--- config.mk ---
export PLATFORM = sky130hd
export DESIGN_NAME = hs_link
export DESIGN_NICKNAME = d
export VERILOG_FILES = /design/src/rtl/hs_pkg.sv /design/src/rtl/hs_interval.sv /design/src/rtl/hs_provider.sv /design/src/rtl/hs_consumer.sv /design/src/rtl/hs_link.sv
export SDC_FILE = /design/constraint.sdc
export NUM_CORES = 1
export LEC_CHECK = 0
export BUFFER_PORTS_ARGS = -buffer_cell sky130_fd_sc_hd__buf_2
export CAP_MARGIN = 20
export CORE_ASPECT_RATIO = 1.75
export CORE_MARGIN = 8
export CORE_UTILIZATION = 30
export DETAILED_ROUTE_END_ITERATION = 12
export PLACE_DENSITY_LB_ADDON = 0.25
export SLEW_MARGIN = 20
export SYNTH_ARGS = -nofsm -noshare
export SYNTH_HDL_FRONTEND = slang
export SYNTH_SLANG_ARGS = --single-unit
--- constraint.sdc ---
create_clock -name clk -period 2.7 [get_ports clk]
set_clock_uncertainty 0.2 [all_clocks]
set_input_delay 0.675 -clock clk [delete_from_list [all_inputs] [get_ports clk]]
set_output_delay 0.675 -clock clk [all_outputs]
set_load 0.03 [all_outputs]
--- src/rtl/hs_pkg.sv ---
package hs_pkg;
  localparam int WORD_W = 4;

  typedef enum logic [1:0] {
    PV_PREP  = 2'd0,
    PV_WAIT  = 2'd1,
    PV_SERVE = 2'd2
  } prov_st_t;

  typedef enum logic [1:0] {
    CN_IDLE = 2'd0,
    CN_REQ  = 2'd1,
    CN_CAPT = 2'd2,
    CN_DONE = 2'd3
  } cons_st_t;
endpackage

--- src/rtl/hs_interval.sv ---
module hs_interval #(
  parameter int LEN = 1
) (
  input  logic clk,
  input  logic rst,
  input  logic load,
  output logic done
);
  localparam int EFF = (LEN < 1) ? 1 : LEN;
  localparam int CW  = (EFF > 1) ? $clog2(EFF) : 1;
  localparam logic [CW-1:0] START = CW'(EFF - 1);

  logic [CW-1:0] cnt;

  always_ff @(posedge clk) begin
    if (rst || load) cnt <= START;
    else if (cnt != '0) cnt <= cnt - 1'b1;
  end

  assign done = (cnt == '0);

  AST_CNT_RANGE: assert property (@(posedge clk) disable iff (rst)
    cnt <= START);
endmodule

--- src/rtl/hs_provider.sv ---
module hs_provider
  import hs_pkg::*;
#(
  parameter int DATA_W   = WORD_W,
  parameter int PREP_CYC = 1
) (
  input  logic              clk,
  input  logic              rst,
  input  logic              req_i,
  input  logic [DATA_W-1:0] word_i,
  output logic              rdy_o,
  output logic [DATA_W-1:0] bus_o
);
  prov_st_t st;
  logic     prep_load;
  logic     prep_done;

  assign prep_load = (st == PV_SERVE) && !req_i;

  hs_interval #(.LEN(PREP_CYC)) u_prep (
    .clk  (clk),
    .rst  (rst),
    .load (prep_load),
    .done (prep_done)
  );

  always_ff @(posedge clk) begin
    if (rst) begin
      st    <= PV_PREP;
      rdy_o <= 1'b0;
      bus_o <= '0;
    end else begin
      unique case (st)
        PV_PREP: if (prep_done) st <= PV_WAIT;
        PV_WAIT: if (req_i) begin
          st    <= PV_SERVE;
          rdy_o <= 1'b1;
          bus_o <= word_i;
        end
        PV_SERVE: if (!req_i) begin
          st    <= PV_PREP;
          rdy_o <= 1'b0;
        end
        default: st <= PV_PREP;
      endcase
    end
  end

  AST_RDY_NEEDS_REQ: assert property (@(posedge clk) disable iff (rst)
    $rose(rdy_o) |-> $past(req_i));
  AST_RDY_HELD: assert property (@(posedge clk) disable iff (rst)
    ($past(rdy_o) && $past(req_i)) |-> rdy_o);
  AST_BUS_STABLE: assert property (@(posedge clk) disable iff (rst)
    (rdy_o && $past(rdy_o)) |-> $stable(bus_o));
endmodule

--- src/rtl/hs_consumer.sv ---
module hs_consumer
  import hs_pkg::*;
#(
  parameter int DATA_W   = WORD_W,
  parameter int IDLE_CYC = 1,
  parameter int CAP_CYC  = 1
) (
  input  logic              clk,
  input  logic              rst,
  input  logic              rdy_i,
  input  logic [DATA_W-1:0] bus_i,
  output logic              req_o,
  output logic [DATA_W-1:0] cap_o,
  output logic              cap_v_o
);
  cons_st_t st;
  logic     idle_load, idle_done;
  logic     cap_load, cap_done;

  assign idle_load = (st == CN_DONE) && !rdy_i;
  assign cap_load  = (st == CN_REQ) && rdy_i;

  hs_interval #(.LEN(IDLE_CYC)) u_idle (
    .clk  (clk),
    .rst  (rst),
    .load (idle_load),
    .done (idle_done)
  );

  hs_interval #(.LEN(CAP_CYC)) u_capt (
    .clk  (clk),
    .rst  (rst),
    .load (cap_load),
    .done (cap_done)
  );

  always_ff @(posedge clk) begin
    if (rst) begin
      st      <= CN_IDLE;
      req_o   <= 1'b0;
      cap_o   <= '0;
      cap_v_o <= 1'b0;
    end else begin
      cap_v_o <= 1'b0;
      unique case (st)
        CN_IDLE: if (idle_done) begin
          st    <= CN_REQ;
          req_o <= 1'b1;
        end
        CN_REQ: if (rdy_i) st <= CN_CAPT;
        CN_CAPT: if (cap_done) begin
          st      <= CN_DONE;
          req_o   <= 1'b0;
          cap_o   <= bus_i;
          cap_v_o <= 1'b1;
        end
        CN_DONE: if (!rdy_i) st <= CN_IDLE;
        default: st <= CN_IDLE;
      endcase
    end
  end

  AST_PULSE_SINGLE: assert property (@(posedge clk) disable iff (rst)
    cap_v_o |=> !cap_v_o);
  AST_CAP_IN_SERVE: assert property (@(posedge clk) disable iff (rst)
    cap_v_o |-> rdy_i);
  AST_REQ_DROP_AT_CAP: assert property (@(posedge clk) disable iff (rst)
    $fell(req_o) |-> cap_v_o);
  AST_NO_EARLY_REQ: assert property (@(posedge clk) disable iff (rst)
    $rose(req_o) |-> !rdy_i);
endmodule

--- src/rtl/hs_link.sv ---
module hs_link
  import hs_pkg::*;
#(
  parameter int DATA_W   = WORD_W,
  parameter int PREP_CYC = 5,
  parameter int IDLE_CYC = 1,
  parameter int CAP_CYC  = 3
) (
  input  logic              clk,
  input  logic              rst,
  input  logic [DATA_W-1:0] word_in,
  output logic [DATA_W-1:0] bus_word,
  output logic              srv_rdy,
  output logic              cli_req,
  output logic [DATA_W-1:0] cap_word,
  output logic              cap_valid
);
  hs_provider #(
    .DATA_W   (DATA_W),
    .PREP_CYC (PREP_CYC)
  ) u_prov (
    .clk    (clk),
    .rst    (rst),
    .req_i  (cli_req),
    .word_i (word_in),
    .rdy_o  (srv_rdy),
    .bus_o  (bus_word)
  );

  hs_consumer #(
    .DATA_W   (DATA_W),
    .IDLE_CYC (IDLE_CYC),
    .CAP_CYC  (CAP_CYC)
  ) u_cons (
    .clk     (clk),
    .rst     (rst),
    .rdy_i   (srv_rdy),
    .bus_i   (bus_word),
    .req_o   (cli_req),
    .cap_o   (cap_word),
    .cap_v_o (cap_valid)
  );

  AST_RDY_FALL_AFTER_REQ: assert property (@(posedge clk) disable iff (rst)
    $fell(srv_rdy) |-> $past(!cli_req));
endmodule

* Word-level counts from Yosys, hierarchy flattened
Cells that the tools add are included.
** Storage, ports and cells
- Register bits after elaboration :: 21
** Cells by class
- $add $sub $neg :: 3
- Equality and inequality tests :: 12
- Mux-type cells :: 16
- Bitwise operators :: 2
- Reductions and logical operators :: 24
** Operator list (number)
- $mux W2 :: 7
- $reduce_and A3 Y1 :: 3
- $ne A2 B2 Y1 const B :: 4
- $pmux W2 S4 :: 1
- $eq A2 B2 Y1 const B :: 3
- $logic_not A2 Y1 :: 3
- $ne A2 B1 Y1 const B :: 3
- $pmux W2 S3 :: 1
- $reduce_bool A2 Y1 :: 3
- $mux W1 :: 5
- $eq A2 B1 Y1 const B :: 2
- $pmux W1 S2 :: 2
- $reduce_and A2 Y1 :: 2
- $reduce_and A4 Y1 :: 1
- $reduce_or A2 Y1 :: 2
- $logic_and A1 B1 Y1 :: 3
- $logic_not A3 Y1 :: 1
- $logic_or A1 B1 Y1 :: 3
- $reduce_bool A3 Y1 :: 1
- $sub A3 B1 Y3 const B :: 1
- $logic_not A1 Y1 :: 2
- $not A1 Y1 :: 2
- $sub A2 B1 Y2 const B :: 1
- $sub A1 B1 Y1 const B :: 1

* Depth between registers and ports, before layout
- Depth in word-level cells :: 4
- Gate-level depth with buffers :: 5

* By module
A second synthesis with hierarchy kept.
** Second synthesis, totals
- Cell total of the unflattened synthesis :: 104
- Area, all modules :: 992.2 µm²
** Modules (own cells, without submodules)
- hs_consumer :: times used 1, cells an instance 45, area an instance 402.9 µm², sequential area each 160.2 µm²
- hs_provider :: times used 1, cells an instance 27, area an instance 282.8 µm², sequential area each 140.1 µm²
- hs_interval (u_prov.u_prep) :: times used 1, cells an instance 17, area an instance 166.4 µm², sequential area each 60.1 µm²
- hs_interval (u_cons.u_capt) :: times used 1, cells an instance 12, area an instance 112.6 µm², sequential area each 40.0 µm²
- hs_interval (u_cons.u_idle) :: times used 1, cells an instance 3, area an instance 27.5 µm², sequential area each 20.0 µm²

* Worst setup path after synthesis
No wires, ideal clock.
- Path type :: input -> register
- From :: input port rst
- To :: register u_prov.u_prep.cnt[2]
- Setup time :: 120 ps
- Arrival time :: 1249 ps
- Required time :: 2380 ps
- Slack :: 1131 ps
- Cell stages on the path :: 3
- Cell sequence :: clkbuf_1 o21bai_1 a211o_1
** Between the ends
- Word-level cells in the longest chain between the ends :: 1
** Ends and longest elaborated chain
- start, declared :: RTL line hs_link.sv:10 : input logic rst,
- $logic_or A1 B1 Y1 :: RTL line hs_interval.sv:16 : if (rst || load) cnt <= START;
- end signal, assigned :: RTL line hs_interval.sv:17 : else if (cnt != '0) cnt <= cnt - 1'b1;
- end, declared :: RTL line hs_interval.sv:13 : logic [CW-1:0] cnt;
Every way passes these cells.
A chain may end at the register's enable or synchronous reset.

* Worst setup path after layout
- From :: register u_cons.req_o
- To :: output port cli_req
** RTL lines
- start, declared :: RTL line hs_consumer.sv:12 : output logic req_o,
- start signal, assigned :: RTL line hs_consumer.sv:40 : req_o <= 1'b0;
- start signal, assigned :: RTL line hs_consumer.sv:48 : req_o <= 1'b1;
- start signal, assigned :: RTL line hs_consumer.sv:53 : req_o <= 1'b0;
- end, declared :: RTL line hs_link.sv:14 : output logic cli_req,
No word-level cell between the ends.

==> reports/metrics.csv <==
metric;value;unit
status;finished clean;
via/cell ratio;4.81;
Setup Fix Bufs, Post-CTS;0;
Die Wd;57.9;µm
Setup crit start kind;register;
CP Class;register to primary output;
I/O Pins;17;
Port Buffers;16;
RSZ-0062 raised after global routing;no;
critical path, cell by cell;buf_2;
Overall Power;1.04;mW
sequential share of power;0.420;
CP Capture Type;primary output;
die area;5170;µm²
total CTS buffers;3;
Root Buffer;clkbuf_8;
Core ar.;2930;µm²
H-tree levels;1;
Core Rows;26;
Crit path arrival time;0.94;ns
Crit path max-delay family;flip-flops;
Clock Pin Slew Worst Setup and Hold Paths;0.07;ns
Pwr Density;966;nW/µm²
Place WS;1.02;ns
final setup margin;0.888;ns
initial antenna violation count;0;
DR iter-0 viols;13;
clk sinks;21;
RR Startpoint;u_cons.st[0];
largest net degree at the start of global routing;19;
yosys synthesis warning count;0;
Req. time, crit path;1.82;ns
internal cell power;0.675;mW
Post-DP HPWL;1370;µm
Switch Pwr;0.361;mW
Routed wire per std cell;12.0;µm
slowest stage delay, CP;0.44;ns
worst skew pair latency;0.25;ns
Yosys cell types;28;
DRC errors left;0;
Syn Inst Count;98;
worst path bufs/invs;1;
sequential area share after synthesis;0.457;
Post-Syn Area;921;µm²
n_diodes;0;
Finished Layout Cells;144;
Comb pwr share;0.390;
leakage power;0.493;nW
Max Clock Freq;552;MHz
Sum Neg Setup Slack;0;ns
Area growth syn-to-layout;16.4;%
#FFs+latches synth;21;
crit path max fanout;8;
Clk pwr share;0.190;
Area after DPL;1030;µm²
GRT Total Usage;0.0736;
Critical R2R Capture;u_cons.st[1];
gpl congestion;0.753;
drt total wl;1730;µm
hold buffers post-CTS;0;
switching portion of total power;0.349;
Pre-antenna DRT Iters;4;
Post-CTS Resized;0;
CTS tree;yes;
final hold vios;0;
CP max stage cell;dfxtp_1;
Hold Path Class;register to register;
maximum clock path buffer count;2;
syn_area_per_cell;9.40;µm²
register-to-register setup slack;1.12;ns
WHS Endpoint;u_cons.cap_o[3];
Period minus WS final;1.81;ns
Starting Density;0.315;
Max Cap Violations;0;
Max Slew Vio Count;0;
final std cell area, no fill;1070;µm²
DIE HEIGHT;89.3;µm
syn_nets;112;
vias in the first global route;701;
period utilization;0.671;
Post-DRT Antenna Nets;0;
share of final-layout standard cells stronger than drive strength 1;0.190;
grt ovf;0;
final net count;131;
cell total after placement;140;
WHS Path Cells;2;
global-route wire length before repair;2940;µm
hold_sp;u_cons.cap_o[3];
peak supply drop;0.410;mV
Reg2Reg Depth;5;
final setup vio count;0;
Layout fillers;309;
detailed-route via count;693;
[sequential cells by signal (all words and copies together) (netlist names)]
| register | count |
|---|---|
| u_cons.cap_o | 4 |
| u_prov.bus_o | 4 |
| u_prov.u_prep.cnt | 3 |
| u_cons.st | 2 |
| u_cons.u_capt.cnt | 2 |
| u_prov.st | 2 |
| u_cons.cap_v_o | 1 |
| u_cons.req_o | 1 |
| u_cons.u_idle.cnt | 1 |
| u_prov.rdy_o | 1 |
[how the worst max path moves through the flow]
stage / start / end / slack, ns / cells after the start
finish: u_cons.req_o / cli_req / 0.89 / 1
floorplan: rst / u_prov.u_prep.cnt[2] / 1.13 / 3
CTS: u_cons.req_o / cli_req / 0.87 / 1
global route: u_cons.req_o / cli_req / 0.80 / 1
detailed placement: rst / u_prov.u_prep.cnt[2] / 1.02 / 3
global placement: rst / u_prov.u_prep.cnt[2] / 1.06 / 3
[through the flow]
| step | utilization | hold WS [ns] |
|---|---|---|
| 5_1_grt | 0.366 | 0.275 |
| 2_1_floorplan | - | 0.234 |
| 3_3_place_gp | 0.351 | 0.248 |
| 3_5_place_dp | 0.351 | 0.247 |
| 4_1_cts | 0.366 | 0.258 |
| 6_report | 0.366 | 0.255 |
[cell families (layout without fill, tap and decap cells)]
family,after synthesis,in the layout,share of synthesized area
adders and majority gates,8,8,0.109
AOI/OAI and AO/OA,16,16,0.111
xor gates and xnor gates,2,2,0.0190
muxes,7,7,0.0788
other,1,1,0.00407
DFF,21,21,0.457
buffers and inverters,8,26,0.0340
and+or+nand+nor,35,35,0.188
[Yosys cell counts]
library cell / n / area (µm²)
buf_2: 1 / 5.00
a21oi_1: 7 / 35.0
mux2i_1: 5 / 50.1
a211oi_1: 2 / 15.0
nand2b_1: 3 / 18.8
nand3b_1: 1 / 7.51
a211o_1: 1 / 8.76
nand4_1: 1 / 6.26
o21ai_0: 1 / 5.00
mux2_2: 2 / 22.5
nand3_1: 4 / 20.0
clkbuf_1: 1 / 3.75
nor2b_1: 5 / 31.3
nand2_1: 8 / 30.0
o21bai_1: 2 / 15.0
dfxtp_1: 21 / 420
and3_1: 1 / 6.26
o31ai_1: 1 / 7.51
a21bo_2: 1 / 10.0
inv_1: 6 / 22.5
nor3_1: 1 / 5.00
a31oi_1: 1 / 6.26
nor2_1: 9 / 33.8
ha_1: 8 / 100
and2_1: 1 / 6.26
conb_1: 1 / 3.75
nor3b_1: 1 / 7.51
xnor2_1: 2 / 17.5
[power by group through the flow]
stage          sequential [mW]  clock (mW)  combinational, mW
3_5_place_dp             0.443           0              0.407
4_1_cts                  0.436       0.210              0.412
5_1_grt                  0.446       0.222              0.459
6_report                 0.435       0.197              0.404
2_1_floorplan            0.460           0              0.302
3_3_place_gp             0.441           0              0.394
[cell type report]
cell class	count	area [µm²]	share of cell area
Multi-Input combinational cell	69	469	0.438
Sequential cell	21	420	0.392
Timing Repair Buffer	16	80.1	0.0747
Clock buffer	4	45.0	0.0420
Tap cell	28	35.0	0.0327
Inverter	6	22.5	0.0210
[metal layers]
metal  part of all wire  global-route usage  vias up
li1                   -                   -      365
met1               0.45              0.0767      314
met2               0.51               0.126       10
met3              0.023              0.0144        4
met4              0.019              0.0583        0
met5                  0                   0        -
[cells in the final DEF, fill, tap and decap left out]
| cell | instances |
|---|---|
| a211o_1 | 1 |
| a211oi_1 | 2 |
| a21bo_2 | 1 |
| a21oi_1 | 7 |
| a31oi_1 | 1 |
| and2_1 | 1 |
| and3_1 | 1 |
| buf_2 | 16 |
| clkbuf_1 | 1 |
| clkbuf_8 | 3 |
| conb_1 | 1 |
| dfxtp_1 | 21 |
| ha_1 | 8 |
| inv_1 | 6 |
| mux2_2 | 2 |
| mux2i_1 | 5 |
| nand2_1 | 8 |
| nand2b_1 | 3 |
| nand3_1 | 4 |
| nand3b_1 | 1 |
| nand4_1 | 1 |
| nor2_1 | 9 |
| nor2b_1 | 5 |
| nor3_1 | 1 |
| nor3b_1 | 1 |
| o21ai_0 | 1 |
| o21bai_1 | 2 |
| o31ai_1 | 1 |
| xnor2_1 | 2 |
No activity file was read; power rests on OpenSTA's default activity.
